--- src/rtl/hd_pkg.sv ---
package hd_pkg;
  localparam int LANES = 8;
  localparam int CW    = $clog2(LANES);

  typedef enum logic {ST_LOAD, ST_DRAIN} hd_state_e;

  // third-stage destination lane for the sum of element i and i+4
  function automatic int sum_dst(input int i);
    case (i)
      0: return 0;
      1: return 7;
      2: return 3;
      default: return 4;
    endcase
  endfunction

  // third-stage destination lane for the difference of element i and i+4
  function automatic int dif_dst(input int i);
    case (i)
      0: return 2;
      1: return 6;
      2: return 1;
      default: return 5;
    endcase
  endfunction
endpackage

--- src/rtl/hd_butterfly.sv ---
module hd_butterfly import hd_pkg::*; #(
  parameter int W = 16
) (
  input  logic [LANES*W-1:0] din,
  output logic [LANES*W-1:0] dout
);
  logic [W-1:0] x  [LANES];
  logic [W-1:0] s1 [LANES];
  logic [W-1:0] s2 [LANES];
  logic [W-1:0] y  [LANES];

  for (genvar i = 0; i < LANES; i++) begin : g_io
    assign x[i] = din[i*W +: W];
    assign dout[i*W +: W] = y[i];
  end

  // stage one: adjacent pairs
  for (genvar p = 0; p < LANES/2; p++) begin : g_st1
    assign s1[2*p]   = x[2*p] + x[2*p+1];
    assign s1[2*p+1] = x[2*p] - x[2*p+1];
  end

  // stage two: distance two inside each half
  for (genvar g = 0; g < 2; g++) begin : g_st2
    localparam int B = 4*g;
    assign s2[B]   = s1[B]   + s1[B+2];
    assign s2[B+1] = s1[B+1] + s1[B+3];
    assign s2[B+2] = s1[B]   - s1[B+2];
    assign s2[B+3] = s1[B+1] - s1[B+3];
  end

  // stage three: distance four, permuted destinations
  for (genvar i = 0; i < LANES/2; i++) begin : g_st3
    localparam int SD = sum_dst(i);
    localparam int DD = dif_dst(i);
    assign y[SD] = s2[i] + s2[i+4];
    assign y[DD] = s2[i] - s2[i+4];
  end
endmodule

--- src/rtl/hd_tile.sv ---
module hd_tile import hd_pkg::*; #(
  parameter int W = 16
) (
  input  logic               clk,
  input  logic               wr_en,
  input  logic [CW-1:0]      wr_row,
  input  logic [LANES*W-1:0] wr_data,
  input  logic [CW-1:0]      rd_col,
  output logic [LANES*W-1:0] rd_data
);
  logic [W-1:0] mem [LANES][LANES];

  always_ff @(posedge clk) begin
    if (wr_en) begin
      for (int c = 0; c < LANES; c++) mem[wr_row][c] <= wr_data[c*W +: W];
    end
  end

  // column read: lane r of the result is row r of the chosen column
  for (genvar r = 0; r < LANES; r++) begin : g_rd
    assign rd_data[r*W +: W] = mem[r][rd_col];
  end
endmodule

--- src/rtl/hadamard8x8.sv ---
module hadamard8x8 import hd_pkg::*; #(
  parameter int IN_W   = 16,
  parameter int WIDE_W = 32,
  parameter int WIDE   = 0
) (
  input  logic                               clk,
  input  logic                               rst,
  input  logic                               in_valid,
  output logic                               in_ready,
  input  logic [LANES*IN_W-1:0]              in_data,
  output logic                               out_valid,
  input  logic                               out_ready,
  output logic [LANES*((WIDE != 0) ? WIDE_W : IN_W)-1:0] out_data
);
  localparam int LW = (WIDE != 0) ? WIDE_W : IN_W;

  hd_state_e         state;
  logic [CW-1:0]     in_row, out_row;
  logic              in_fire, out_fire;
  logic [LANES*LW-1:0] ext_in, col_data, bf_in, bf_out;

  assign in_ready  = (state == ST_LOAD);
  assign out_valid = (state == ST_DRAIN);
  assign in_fire   = in_valid && in_ready;
  assign out_fire  = out_valid && out_ready;

  always_ff @(posedge clk) begin
    if (rst) begin
      state   <= ST_LOAD;
      in_row  <= '0;
      out_row <= '0;
    end else begin
      case (state)
        ST_LOAD: if (in_fire) begin
          in_row <= in_row + 1'b1;
          if (in_row == CW'(LANES-1)) state <= ST_DRAIN;
        end
        default: if (out_fire) begin
          out_row <= out_row + 1'b1;
          if (out_row == CW'(LANES-1)) state <= ST_LOAD;
        end
      endcase
    end
  end

  // lane widening picked by parameter
  for (genvar i = 0; i < LANES; i++) begin : g_ext
    if (WIDE != 0) begin : g_wide
      assign ext_in[i*LW +: LW] =
        {{(LW-IN_W){in_data[i*IN_W+IN_W-1]}}, in_data[i*IN_W +: IN_W]};
    end else begin : g_narrow
      assign ext_in[i*LW +: LW] = in_data[i*IN_W +: IN_W];
    end
  end

  // one butterfly serves both passes: rows while loading, columns while draining
  assign bf_in = (state == ST_LOAD) ? ext_in : col_data;

  hd_butterfly #(.W(LW)) u_bf (
    .din  (bf_in),
    .dout (bf_out)
  );

  hd_tile #(.W(LW)) u_tile (
    .clk     (clk),
    .wr_en   (in_fire),
    .wr_row  (in_row),
    .wr_data (bf_out),
    .rd_col  (out_row),
    .rd_data (col_data)
  );

  assign out_data = bf_out;
endmodule

--- config.mk ---
export PLATFORM = sky130hd
export DESIGN_NAME = hadamard8x8
export DESIGN_NICKNAME = d
export VERILOG_FILES = /design/src/rtl/hd_pkg.sv /design/src/rtl/hd_butterfly.sv /design/src/rtl/hd_tile.sv /design/src/rtl/hadamard8x8.sv
export SDC_FILE = /design/constraint.sdc
export NUM_CORES = 2
export LEC_CHECK = 0
export CAP_MARGIN = 20
export CORE_ASPECT_RATIO = 0.8
export CORE_MARGIN = 2
export CORE_UTILIZATION = 60
export DETAILED_ROUTE_END_ITERATION = 12
export HOLD_SLACK_MARGIN = 0.03
export PLACE_DENSITY = 0.79
export SLEW_MARGIN = 0
export SYNTH_ARGS = -nofsm -noshare
export SYNTH_HDL_FRONTEND = slang
export SYNTH_SLANG_ARGS = --single-unit
--- constraint.sdc ---
create_clock -name clk -period 12.4 [get_ports clk]
set_input_delay 1.24 -clock clk [delete_from_list [all_inputs] [get_ports clk]]
set_output_delay 1.24 -clock clk [all_outputs]
set_load 0.01 [all_outputs]
---- Word-level counts from Yosys, hierarchy flattened ----
Memory sizes are Yosys's and may differ from the RTL's.
Cells that the tools add are included.
storage, ports and cells
  RAM bits ................................ 1,024
  output and inout port bits .............. 130
  memories ................................ 1
  word-level logic and storage cells ...... 71
  bits in registers ....................... 7
  input bits .............................. 132
cells by class
  reductions and logical operators ........ 4
  bitwise operators ....................... 2
  equality and inequality tests ........... 2
  $add $sub $neg .......................... 26
  multiplexer cells ....................... 32
  $lt $le $gt $ge ......................... 1
memories
  name        depth  bits a word  read ports  clocked after memory_dff  wr ports  line           source
  u_tile.mem  8      128          8           0                         1         hd_tile.sv:11  logic [W-1:0] mem [LANES][LANES];
operators by type and width
  cell                 number
  $bmux 16 s3          8
  $mux 16              16
  $add 16x16->16       12
  $sub 16x16->16       12
  $mux 128             1
  $mux 1               7
  $add 3x1->3 const B  2
  $eq 3x3->1 const B   2
  $ge 4x4->1 const B   1
  $not 3->4            1
  $reduce_and 2->1     2
  $logic_and 1x1->1    2
  $not 1->1            1

---- Longest topological paths before layout ----
  depth after elaboration ................. 8
  gate-level depth with buffers ........... 34
  gate-level depth less buffers ........... 30

---- Modules after synthesis ----
Synthesis repeated with hierarchy kept, for this count alone.
unflattened totals
  cells, all modules ...................... 3,906
  area, all modules ....................... 56,873.3 um^2
by module, submodules not included
  module        sequential area each (um^2)  area each (um^2)  cells an instance  instances
  hd_tile       30,749.5                     39,001.2          1,492              1
  hd_butterfly  0.0                          15,912.8          2,237              1
  hadamard8x8   140.1                        1,959.4           177                1

---- Worst setup path before layout ----
Ideal clock, no wire load.
  path type ............................... in2reg
  start point ............................. input port in_valid
  end point ............................... memory u_tile.mem[0][100] (netlist bit), enable pin
  setup slack ............................. 1.554 ns
  data arrival time ....................... 10.087 ns
  buffers on the path ..................... 1
  stages on the path ...................... 4
  data required time ...................... 11.641 ns
  setup time .............................. 0.759 ns
  path through ............................ nor2b_1 -> clkbuf_1 -> nand2b_1 -> nor3_1
on the way
  word-level cells in the longest chain between the ends .. 3
RTL lines
  what                          line               source
  from (decl)                   hadamard8x8.sv:8   input logic in_valid,
  $logic_and 1x1->1             hadamard8x8.sv:24  assign in_fire = in_valid && in_ready;
  $mux 1                        hd_tile.sv:14      if (wr_en) begin
  $mux 1 (implied by the code)  hd_tile.sv:15      for (int c = 0; c < LANES; c++) mem[wr_row][c] <= wr_data[c*W +: W];
  to (decl)                     hd_tile.sv:11
No other way between the ends.

---- Worst setup path after layout ----
  start point ............................. register out_row[0]
  end point ............................... output port out_data[79] (netlist bit)
on the way
  word-level cells in the longest chain between the ends .. 8
  elaborated cells on any way between the ends .. 33
  those cells by class .................... add/sub: 7; mux: 25; bitwise: 1
RTL lines
  what                                         line                source
  from (decl)                                  hadamard8x8.sv:18   logic [CW-1:0] in_row, out_row;
  from (signal assigned)                       hadamard8x8.sv:39   out_row <= out_row + 1'b1;
  $not 3->4 (implied by the code) *            hd_tile.sv:21       assign rd_data[r*W +: W] = mem[r][rd_col];
  $bmux 16 s3                                  hd_tile.sv:21
  $mux 16 (implied by the code) (2 in series)  hd_tile.sv:21
  $mux 128 *                                   hadamard8x8.sv:57   assign bf_in = (state == ST_LOAD) ? ext_in : col_data;
  $sub 16x16->16                               hd_butterfly.sv:20  assign s1[2*p+1] = x[2*p] - x[2*p+1];
  $sub 16x16->16                               hd_butterfly.sv:29  assign s2[B+3] = s1[B+1] - s1[B+3];
  $add 16x16->16 *                             hd_butterfly.sv:36  assign y[SD] = s2[i] + s2[i+4];
  to (decl)                                    hadamard8x8.sv:13   output logic [LANES*((WIDE != 0) ? WIDE_W : IN_W)-1:0] out_data
Every way passes the cells marked *; elsewhere a longest branch is shown, timed or not. The select of a mux whose other input is x is not followed.

==> metrics.yaml <==
status: "complete, no violations"
cts_tree: "built"
wl_met3_um: 18930
overflow: 0
place_inst: 5480
synth_top_area_cell: "edfxtp_1"
grt_pass1_wl_um: 227000
dp_hpwl_um: 113000
synth_compound_area_share_pct: 9.237
remaining_drc_errors: 0
synth_area_um2: 54980
ctsHtreeMaxLevel: 3
final_util_pct: 68.86
synth_edf_count: 992
cp.required_ns: 11.16
finalHoldViolCount: 0
min_period_ns: 10.78
holdPathStages: 2
startpoint_type: "flop"
reg2reg_depth: 24
synthCells: 4085
num_rows: 99
slowest_stage: "dfxtp_4"
drtPass1Iterations: 6
ys_async_sr_fraction_pct: 0
final_cells: 5655
grt_max_degree: 118
hp-start: "in_row[1]"
cts.clk_slew.worst_paths_ns: 0.06
num_io_pins: 262
netlist.area_leader.share_pct: 54.18
min_path_type: "flop to flop"
viasPerCell: 6.460
worstMarginPinSlew_ns: 1.218
hold_buffers: 0
cts_made_buffers: 94
drv_cap: 0
wl_um: 157800
crit_path_frequent_cell: "a21oi_1"
wl_met2_um: 69920
wl_per_cell_um: 27.90
reg2reg_from: "out_row[0]"
yosys.area_share.simple_pct: 5.999
synthXorXnorAreaFrac_pct: 5.705
portBuffers: 261
grt_setup_unrepaired: "false"
synthAdderAreaFrac_pct: 9.158
syn_area_per_cell_um2: 13.46
die_h_um: 274.8
synth-main-ff-cell: "edfxtp_1"
antenna_found_initial: 14
setup_viol: 0
fmax_mhz: 92.72
clockRootBuffer: "clkbuf_16"
routabilityCongestion: 0.9773
final_net_count: 4888
drt.antenna.violating_nets: 0
period_share_pct: 86.97
initial_core_util_pct: 60.39
design_area_um2: 62690
end_kind: "primary output"
seq_area_frac_synth_pct: 54.44
drtIter0Drc: 5158
vias: 36530
critPathArrivalTime_ns: 9.54
dieArea_um2: 94080
yosys_warnings: 0
topRoutingLayerUsed: "met4"
postCtsResizedCells: 0
placed_area_um2: 59480
post_cts_buffers: 0
cp-startpoint: "out_row[0]"
max-slew-margin-rel_pct: 18.40
syn2layout_area_growth_pct: 14.03
synthMuxAreaShare_pct: 11.86
synth_nets: 4605
yosysUniqueCellTypes: 87
fin_skew_ns: 0.04202
fp.dieW_um: 342.4
synth.area.top_cells: "edfxtp_1, mux4_2, ha_1"
grt_use_total_pct: 33.29
critPathMaxFanout: 69
first_global_vias: 34850
cts.path.max_buffers: 3
critical_path_class: "flop to primary output"
numClockSinks: 999
met1Wirelength_um: 65510
fin_tns_setup_ns: 0
ys_ff_latch: 999
clk_latency_ns: 0.69
drive_above_1_share_pct: 12.34
slew_viol_final: 0
synth_most_common_cell: "edfxtp_1"
coreArea_um2: 91040
cpPeakStageDelay_ns: 0.78
synth_top_family_by_area: "multiplexers"
synthTopCellsByCount: "edfxtp_1, ha_1, inv_1, nor2_1, a21oi_1"
[path summary, 6_finish.rpt]
kind | endpoint | slack (ns)
worst min register to register | in_row[1] | 0.56
worst min-delay path | in_row[1] | 0.56
worst max-delay path | out_data[79] | 1.62
worst max register to register | u_tile.mem[0][63] | 3.91
[metrics by stage]
step / hold slack (ns) / setup WS, ns
finish: 0.5570 / 1.615
CTS: 0.5608 / 1.727
global route: 0.6072 / 1.119
global placement: 0.5299 / 2.666
detailed placement: 0.5514 / 2.502
floorplan: 0.5006 / 1.554
[flip-flops by register name, summed over array words and instances, names as in the netlist]
register,count
u_tile.mem,992
in_row,3
out_valid,1
out_row,3
[kinds of logic after synthesis]
| family | after synthesis |
|---|---|
| flip-flops | 999 |
| AO/OA/AOI/OAI | 762 |
| AND/OR/NAND/NOR | 705 |
| buffers and inverters | 516 |
| adder cells (fa/ha/maj) | 388 |
| multiplexers | 366 |
| XOR/XNOR | 349 |
[worst max-delay path: cells and delay by family (launching register included)]
| family | cells | cell delay (ns) |
|---|---|---|
| AO/OA/AOI/OAI | 12 | 2.79 |
| XOR/XNOR | 3 | 1.32 |
| buffers and inverters | 3 | 1.26 |
| multiplexers | 2 | 1.25 |
| adder cells (fa/ha/maj) | 3 | 1.07 |
| flip-flops | 1 | 0.78 |
| AND/OR/NAND/NOR | 2 | 0.19 |
[layout by cell type (no fill, tap or decap), types with 15 or more instances in the layout]
cell             Yosys  final
mux4_2             228    228
mux2i_1            133    133
and3_1              21     21
fa_1                24     24
o311ai_0            19     17
a31oi_1             20     20
o211ai_1            16     16
inv_1              337    337
a211oi_1            36     36
nor3_1              70     68
a21oi_1            267    267
nor2b_1             35     35
nand2b_1            51     51
o31ai_1             15     15
nor2_1             335    329
clkinv_1             1     15
ha_1               364    364
xor2_1              90     83
xnor2_1            253    235
nand3_1             30     30
clkbuf_16            0     95
o21bai_1            72     72
o21ai_0             78     78
edfxtp_1           992    992
buf_4                5     94
xnor2_2              0     18
o21a_1              26     26
a21o_1              98     98
clkdlybuf4s50_1      0    261
or3_1               21     21
nand2_1             83     83
clkinv_2             0     21
[per-layer routing]
layer | vias to the layer above | track usage (%)
li1 | 15760 | -
met1 | 18410 | 50.70
met2 | 2140 | 49.41
met3 | 222 | 7.207
met4 | 0 | 7.641
met5 | - | 0
[final cells by class]
class                   count  area (um2)
inverters                 338        1269
multi-input cells        2570       23310
clock inverters            61       721.9
fillers                  6174       28350
diodes                      3       7.507
well taps                1212        1516
repair buffers            365        3498
clock buffers             107        2422
flip-flops and latches    999       29940
Power is not shown: default switching activity piles up to over one toggle a cycle in this logic, so the estimate is an artifact.
